**src/rtl/tscan_pkg.sv**
```systemverilog
package tscan_pkg;

  typedef enum logic [2:0] {
    S_IDLE, S_PICK, S_LAUNCH, S_FRAME, S_DSTART, S_DIV, S_FIN
  } scan_st_t;

  // Command byte: start, address, 12-bit mode, single-ended, ref on, adc on
  function automatic logic [7:0] mk_cmd(input logic [2:0] addr,
                                        input logic       last,
                                        input logic       int_ref);
    logic se;
    se = (addr == 3'd0) || (addr == 3'd2) || (addr == 3'd6) || (addr == 3'd7);
    mk_cmd = {1'b1, addr, 1'b0, se, se & int_ref & ~last, ~last};
  endfunction

endpackage

```
**src/rtl/tscan_shifter.sv**
```systemverilog
module tscan_shifter #(
  parameter int HDIV = 4,
  parameter int FW   = 24
) (
  input  logic          clk,
  input  logic          rst,
  input  logic          go,
  input  logic [FW-1:0] frame_in,
  input  logic          miso,
  output logic          sclk,
  output logic          mosi,
  output logic          active,
  output logic          fdone,
  output logic [FW-1:0] rx
);
  localparam int HCW = (HDIV > 1) ? $clog2(HDIV) : 1;
  localparam int BW  = $clog2(FW);

  logic [HCW-1:0] cnt;
  logic [BW-1:0]  bitn;
  logic [FW-1:0]  tx;

  always_ff @(posedge clk) begin
    fdone <= 1'b0;
    if (rst) begin
      active <= 1'b0;
      sclk   <= 1'b0;
      cnt    <= '0;
      bitn   <= '0;
      tx     <= '0;
      rx     <= '0;
    end else if (!active) begin
      if (go) begin
        active <= 1'b1;
        tx     <= frame_in;
        cnt    <= '0;
        bitn   <= '0;
      end
    end else if (cnt == HCW'(HDIV - 1)) begin
      cnt <= '0;
      if (!sclk) begin
        sclk <= 1'b1;
        rx   <= {rx[FW-2:0], miso};
      end else begin
        sclk <= 1'b0;
        tx   <= {tx[FW-2:0], 1'b0};
        if (bitn == BW'(FW - 1)) begin
          active <= 1'b0;
          fdone  <= 1'b1;
        end else begin
          bitn <= bitn + 1'b1;
        end
      end
    end else begin
      cnt <= cnt + 1'b1;
    end
  end

  assign mosi = tx[FW-1];

  // clock rests low outside a frame
  a_r5_sclk_idle_low: assert property (@(posedge clk) disable iff (rst)
    !active |-> !sclk);

  // a new frame is only launched once the previous one has ended
  a_r5_no_relaunch: assert property (@(posedge clk) disable iff (rst)
    go |-> !active);

endmodule

```
**src/rtl/tscan_cdiv.sv**
```systemverilog
module tscan_cdiv #(
  parameter int NW = 21,
  parameter int DW = 8
) (
  input  logic          clk,
  input  logic          rst,
  input  logic          go,
  input  logic [NW-1:0] num,
  input  logic [DW-1:0] den,
  output logic          fin,
  output logic [NW-1:0] quo
);
  localparam int CW = $clog2(NW + 1);

  logic [DW:0]   rem;
  logic [NW-1:0] q;
  logic [DW-1:0] d;
  logic [CW-1:0] left;
  logic          run;
  logic [DW:0]   trial;

  assign trial = {rem[DW-1:0], q[NW-1]};

  always_ff @(posedge clk) begin
    fin <= 1'b0;
    if (rst) begin
      run  <= 1'b0;
      rem  <= '0;
      q    <= '0;
      d    <= '0;
      left <= '0;
    end else if (go && !run) begin
      run  <= 1'b1;
      rem  <= '0;
      q    <= num + NW'(den) - NW'(1);   // bias for round-up
      d    <= den;
      left <= CW'(NW);
    end else if (run) begin
      if (trial >= {1'b0, d}) begin
        rem <= trial - {1'b0, d};
        q   <= {q[NW-2:0], 1'b1};
      end else begin
        rem <= trial;
        q   <= {q[NW-2:0], 1'b0};
      end
      left <= left - 1'b1;
      if (left == CW'(1)) begin
        run <= 1'b0;
        fin <= 1'b1;
      end
    end
  end

  assign quo = q;

endmodule

```
**src/rtl/touch_scan_seq.sv**
```systemverilog
module touch_scan_seq
  import tscan_pkg::*;
#(
  parameter int NCH        = 8,
  parameter int SYS_CLK_HZ = 50_000_000,
  parameter int SCLK_HDIV  = 10,
  parameter int SETTLE_W   = 16,
  parameter int RATIO_W    = 8
) (
  input  logic                    clk,
  input  logic                    rst,
  input  logic                    start,
  input  logic [NCH-1:0]          ch_en,
  input  logic                    int_ref,
  input  logic [NCH*SETTLE_W-1:0] settle_ns,
  input  logic [NCH*RATIO_W-1:0]  ratio,
  input  logic                    miso,
  output logic                    sclk,
  output logic                    mosi,
  output logic                    cs_n,
  output logic                    busy,
  output logic                    done,
  output logic                    res_we,
  output logic [$clog2(NCH)-1:0]  res_slot,
  output logic [11:0]             res_data
);
  localparam int AW      = $clog2(NCH);
  localparam int RES_W   = 12;
  localparam int FRAME_W = 24;
  localparam int CNT_W   = ((SETTLE_W > RATIO_W) ? SETTLE_W : RATIO_W) + 1;
  localparam int ACC_W   = RES_W + RATIO_W;
  localparam int DIVN_W  = ACC_W + 1;
  localparam int unsigned BIT_NS =
    32'((64'd2 * 64'(SCLK_HDIV) * 64'd1000000000 + 64'(SYS_CLK_HZ) - 64'd1) / 64'(SYS_CLK_HZ));

  scan_st_t st;
  logic [NCH-1:0]      mask;
  logic [AW:0]         ch;
  logic [AW-1:0]       ch_lo, slot;
  logic [CNT_W-1:0]    fidx, total, skip_r;
  logic [RATIO_W-1:0]  ratio_r, ratio_cur, ratio_eff;
  logic [SETTLE_W-1:0] settle_cur;
  logic [ACC_W-1:0]    acc;
  logic [31:0]         bits_c, skip_c;
  logic                fr_go, fr_active, fdone, div_go, div_fin;
  logic [FRAME_W-1:0]  frame_in, rx;
  logic [RES_W-1:0]    sample;
  logic [DIVN_W-1:0]   div_q;

  assign ch_lo      = ch[AW-1:0];
  assign settle_cur = settle_ns[ch_lo*SETTLE_W +: SETTLE_W];
  assign ratio_cur  = ratio[ch_lo*RATIO_W +: RATIO_W];
  assign ratio_eff  = (ratio_cur == '0) ? RATIO_W'(1) : ratio_cur;

  always_comb begin
    bits_c = (32'(settle_cur) + BIT_NS - 32'd1) / BIT_NS;
    skip_c = (bits_c + 32'd23) / 32'd24;
  end

  assign fr_go    = (st == S_LAUNCH);
  assign frame_in = {mk_cmd(3'(ch_lo), fidx == total - 1'b1, int_ref), 16'h0000};
  assign sample   = rx[14:3];
  assign div_go   = (st == S_DSTART);

  tscan_shifter #(.HDIV(SCLK_HDIV), .FW(FRAME_W)) u_shift (
    .clk(clk), .rst(rst), .go(fr_go), .frame_in(frame_in), .miso(miso),
    .sclk(sclk), .mosi(mosi), .active(fr_active), .fdone(fdone), .rx(rx)
  );

  tscan_cdiv #(.NW(DIVN_W), .DW(RATIO_W)) u_div (
    .clk(clk), .rst(rst), .go(div_go), .num({1'b0, acc}), .den(ratio_r),
    .fin(div_fin), .quo(div_q)
  );

  always_ff @(posedge clk) begin
    res_we <= 1'b0;
    done   <= 1'b0;
    if (rst) begin
      st       <= S_IDLE;
      mask     <= '0;
      ch       <= '0;
      slot     <= '0;
      fidx     <= '0;
      total    <= '0;
      skip_r   <= '0;
      ratio_r  <= '0;
      acc      <= '0;
      cs_n     <= 1'b1;
      busy     <= 1'b0;
      res_slot <= '0;
      res_data <= '0;
    end else begin
      unique case (st)
        S_IDLE: if (start) begin
          mask <= ch_en;
          ch   <= '0;
          slot <= '0;
          busy <= 1'b1;
          st   <= S_PICK;
        end
        S_PICK: begin
          if (ch == (AW+1)'(NCH)) begin
            st <= S_FIN;
          end else if (mask[ch_lo]) begin
            skip_r  <= CNT_W'(skip_c);
            total   <= CNT_W'(skip_c) + CNT_W'(ratio_eff);
            ratio_r <= ratio_eff;
            fidx    <= '0;
            acc     <= '0;
            cs_n    <= 1'b0;
            st      <= S_LAUNCH;
          end else begin
            ch <= ch + 1'b1;
          end
        end
        S_LAUNCH: st <= S_FRAME;
        S_FRAME: if (fdone) begin
          if (fidx >= skip_r) acc <= acc + ACC_W'(sample);
          if (fidx == total - 1'b1) begin
            st <= S_DSTART;
          end else begin
            fidx <= fidx + 1'b1;
            st   <= S_LAUNCH;
          end
        end
        S_DSTART: st <= S_DIV;
        S_DIV: if (div_fin) begin
          res_we   <= 1'b1;
          res_slot <= slot;
          res_data <= div_q[RES_W-1:0];
          slot     <= slot + 1'b1;
          ch       <= ch + 1'b1;
          st       <= S_PICK;
        end
        S_FIN: begin
          cs_n <= 1'b1;
          busy <= 1'b0;
          done <= 1'b1;
          st   <= S_IDLE;
        end
        default: st <= S_IDLE;
      endcase
    end
  end

  // serial clock only toggles inside the chip-select window
  a_r6_sclk_in_cs: assert property (@(posedge clk) disable iff (rst)
    sclk |-> !cs_n);

  // end-of-scan flag is a single-cycle pulse
  a_r7_done_pulse: assert property (@(posedge clk) disable iff (rst)
    done |=> !done);

  // results are only written inside an active scan
  a_r4_write_in_scan: assert property (@(posedge clk) disable iff (rst)
    res_we |-> (busy && !cs_n));

  // divider output is the rounded-up quotient of the accumulated sum
  a_r3_ceil_quotient: assert property (@(posedge clk) disable iff (rst)
    div_fin |-> ((40'(div_q) * 40'(ratio_r) >= 40'(acc)) &&
                 (div_q == '0 || (40'(div_q) - 40'd1) * 40'(ratio_r) < 40'(acc))));

  // snapshot mask is held for the whole scan
  a_r8_mask_held: assert property (@(posedge clk) disable iff (rst)
    (busy && st != S_FIN) |=> $stable(mask));

endmodule

```
**config.mk**
```make
export PLATFORM = sky130hd
export DESIGN_NAME = touch_scan_seq
export DESIGN_NICKNAME = d
export VERILOG_FILES = /design/src/rtl/tscan_pkg.sv /design/src/rtl/tscan_shifter.sv /design/src/rtl/tscan_cdiv.sv /design/src/rtl/touch_scan_seq.sv
export SDC_FILE = /design/constraint.sdc
export NUM_CORES = 1
export LEC_CHECK = 0
export CORE_MARGIN = 2
export CORE_UTILIZATION = 50
export CTS_CLUSTER_SIZE = 24
export DETAILED_ROUTE_END_ITERATION = 8
export GPL_TIMING_DRIVEN = 0
export MAX_ROUTING_LAYER = met4
export PLACE_DENSITY = 0.79
export SLEW_MARGIN = 20
export SYNTH_ARGS = -nofsm -noshare
export SYNTH_HDL_FRONTEND = slang
export SYNTH_SLANG_ARGS = --single-unit
```
**constraint.sdc**
```tcl
create_clock -name clk -period 11.11 [get_ports clk]
set_clock_uncertainty 0.05 [all_clocks]
set_input_delay 2.7775 -clock clk [delete_from_list [all_inputs] [get_ports clk]]
set_output_delay 2.7775 -clock clk [all_outputs]
set_load 0.02 [all_outputs]
```
==> impl_results.md <==
* Outcome: finished, violations left
* Failing checks: setup timing
* P per Cell Area at 306 mW/mm^2
* Fin. Hold Viols at 0
* End of the critical path: total[7]
* Crit Path Max Fanout at 7
* Placer Congestion at 0.999
* FMAX at 84.9 MHz
* Sequential element share of the synthesized area at 0.262
* Synth warn at 0
* Complex-gate fraction of the synthesized area at 0.218
* Port Buffers at 224
* Adder-Cell Fraction of Synth Area at 0.0793
* Period utilization at 1.06
* CTS Buffer Depth at 2
* Worst path depth at 46
* Core Area at 0.0267 sq mm
* Drt pass-1 iters at 6
* Worst-Margin Slew at 1.07 ns
* Clk pin slew, worst setup/hold paths at 0.08 ns
* Setup violators final at 8
* Netlist cell types at 100
* Share of layout cells above drive strength 1 at 0.196
* Total Power at 5580 uW
* CTS tree: done
* Slew Viols, Final at 0
* Drt wl/cell at 20.5 um
* Num Clock Sinks at 176
* Hpwl dp at 35.6 mm
* CP Data Arrival Time at 12.03 ns
* XOR/XNOR Fraction of Synth Area at 0.0637
* Worst reg2reg path depth at 52
* Dpl cell area at 0.0162 sq mm
* Initial Utilization at 0.505
* DR WL met2 at 22.6 mm
* Global-route wire length before repair at 74.1 mm
* Ys async rst share at 0
* Die footprint at 0.0282 sq mm
* Post-Route WL at 48.7 mm
* FF/Latch Area at 0.00352 sq mm
* Synth Area in Simple Gates at 0.211
* Antenna Cells at 0
* Filler Cells Inserted at 2081
* CP Capture Type: flop
* Layout area overhead at 35.3%
* Routed wl met3 at 4.32 mm
* Clock latency on the worst-skew pair at 0.45 ns
* Cell Area, Synth at 0.0134 sq mm
* Area of the multi-input gates at 0.0100 sq mm
* Vias in the first global route at 14100
* Number of enable flip-flop cells after synthesis at 0
* TritonCTS Buffers at 17
* Peak supply drop at 0.367 mV
* Most used DFF post-synth: dfxtp_1
* DRT met1 WL at 20.1 mm
* Synth Register Bits at 176
* CP Launch Point: settle_ns[69]
* CP top delay family: compound AO/OA/AOI/OAI gates
* Top Ports at 226
* Nets at 2312
* R2r setup slk at -0.50 ns
* Setup TNS at -3.87 ns
* CP Class: in -> reg
* Total GRT Usage at 0.342
* CTS H-Tree Depth at 4
* Initial DRC Count at 1328
* Final Cell Area at 0.0182 sq mm
* Row count at 60
* Reg2reg end: total[7]
* Leakage Power at 0.00701 uW
* Max-Cap Viols at 0
* Largest net degree at the start of global routing at 22
* Drt drc at 0
* WHS Path Cells at 2
* Synth Instances at 1688
* Die Ht at 168 um
* Critical Path Max Stage Delay at 0.55 ns
* Largest family of logic cells by synthesized area: compound AO/OA/AOI/OAI gates
* Hold slack at 0.396 ns
* Initial antenna violation count at 0
* Clock root cell: clkbuf_16
* Commonest non-fill, non-tap cell in the layout: nand2_1
* Commonest non-fill, non-tap cells in the layout: nand2_1, nor2_1, dfxtp_1, a21oi_1, clkdlybuf4s50_1
* RSZ-0062 raised after global routing: yes
* Critical-path top delay cell: mux4_2
* Multiplexer share of the synthesized area at 0.112
* Relative slew slack at 0.280
* Final ANT Viol Nets at 0
* Final worst slack at -0.668 ns
* DR vias/cell at 6.09
* Crit path buf inv count at 6
* Most used cell, CP: a22oi_2
* Final Critical Period at 11.78 ns
* Gr ovfl total at 0
* Startpoint types: input port
* DR top layer: met4
* Mean Syn Cell Area at 7.97 sq um
* Via count at 14500
* Worst hold path class: reg -> reg
* Fin util at 0.683
* Crit Reg-Reg Startpoint: ch[1]
* Required time of the critical path at 11.36 ns
* Die Width at 168 um
==> sequential cells by signal (all words and copies together) (netlist names), 9 cells and up <==
signal / flops
acc: 20
fidx: 17
res_data: 12
total: 9
u_div.quo: 21
u_shift.rx: 15
==> worst reg2reg max path, delay by kind of cell, from the launching register on <==
family | cells | cell delay, ns
buffers and inverters | 11 | 2.38
DFF | 1 | 0.36
and+or+nand+nor | 11 | 1.66
xor gates and xnor gates | 1 | 0.15
AOI/OAI and AO/OA | 23 | 5.40
adders and majority gates | 3 | 0.56
muxes | 3 | 0.88
==> per-stage QoR <==
step,setup slack (ns),std cells
2_1_floorplan,-0.130,1689
5_1_grt,-1.12,2379
3_5_place_dp,-2.40,2254
3_3_place_gp,-2.35,2254
6_report,-0.668,2379
4_1_cts,-0.172,2362
==> metal layers <==
layer / up-vias / global-route usage
li1: 6715 / -
met1: 6930 / 0.413
met2: 691 / 0.554
met3: 159 / 0.0877
met4: 0 / 0.121
met5: - / -
==> cell usage after synthesis (all sizes together) (7+ instances only) <==
library cell    n  area, sq um
nand2         216          813
nor2          196          738
a21oi         180          923
dfxtp         176         3520
inv            96          360
ha             78          976
xnor2          66          586
clkbuf         55          206
o21ai          52          272
mux4           45         1010
mux2i          40          417
nor3           40          205
a211oi         38          300
xor2           31          272
buf            27          155
nand3          27          135
a31oi          23          144
nand2b         23          144
a21o           22          165
and2           18          114
nand4          17          106
o21bai         17          128
nor2b          14         87.6
and3           13         81.3
nor4           12         75.1
or2            10         62.6
a22oi           9         82.6
a311oi          9         97.6
o211ai          9         77.6
o31ai           9         82.6
or3             9         56.3
o21a            8         61.3
or4             7         52.6
==> logic make-up after synthesis <==
| family | after synthesis |
|---|---|
| simple gates | 622 |
| compound gates | 439 |
| buf+inv | 179 |
| flops | 176 |
| xor+xnor | 97 |
| mux | 91 |
| fa+ha+maj | 83 |
| other cells | 1 |
==> cell type report <==
cell class / instances / share of cell area
Sequential cell: 176 / 0.194
Multi-Input combinational cell: 1334 / 0.551
Buffer: 82 / 0.0220
Clock buffer: 17 / 0.0234
Timing Repair Buffer: 317 / 0.155
Tap cell: 341 / 0.0234
Clock inverter: 15 / 0.0112
Inverter: 97 / 0.0200
==> how the worst min path moves through the flow <==
stage / startpoint / end / slack, ns
4_1_cts: skip_r[4] / skip_r[4] / 0.40
5_1_grt: skip_r[4] / skip_r[4] / 0.42
3_3_place_gp: skip_r[4] / skip_r[4] / 0.38
3_5_place_dp: skip_r[4] / skip_r[4] / 0.39
6_report: skip_r[4] / skip_r[4] / 0.40
2_1_floorplan: skip_r[4] / skip_r[4] / 0.37
==> where the power goes <==
part | internal [uW] | switching, uW
clock network | 311 | 318
registers | 661 | 28.0
logic | 1990 | 2270
==> repair_timing <==
item,4_1_cts,5_1_grt
buffers inserted,75,17
pin swaps,93,30
cloned,1,0
resized for setup,367,62
endpoints found under the setup margin,11,9
hold buffers,0,0
Note: power is estimated with default switching activity, not from simulation.
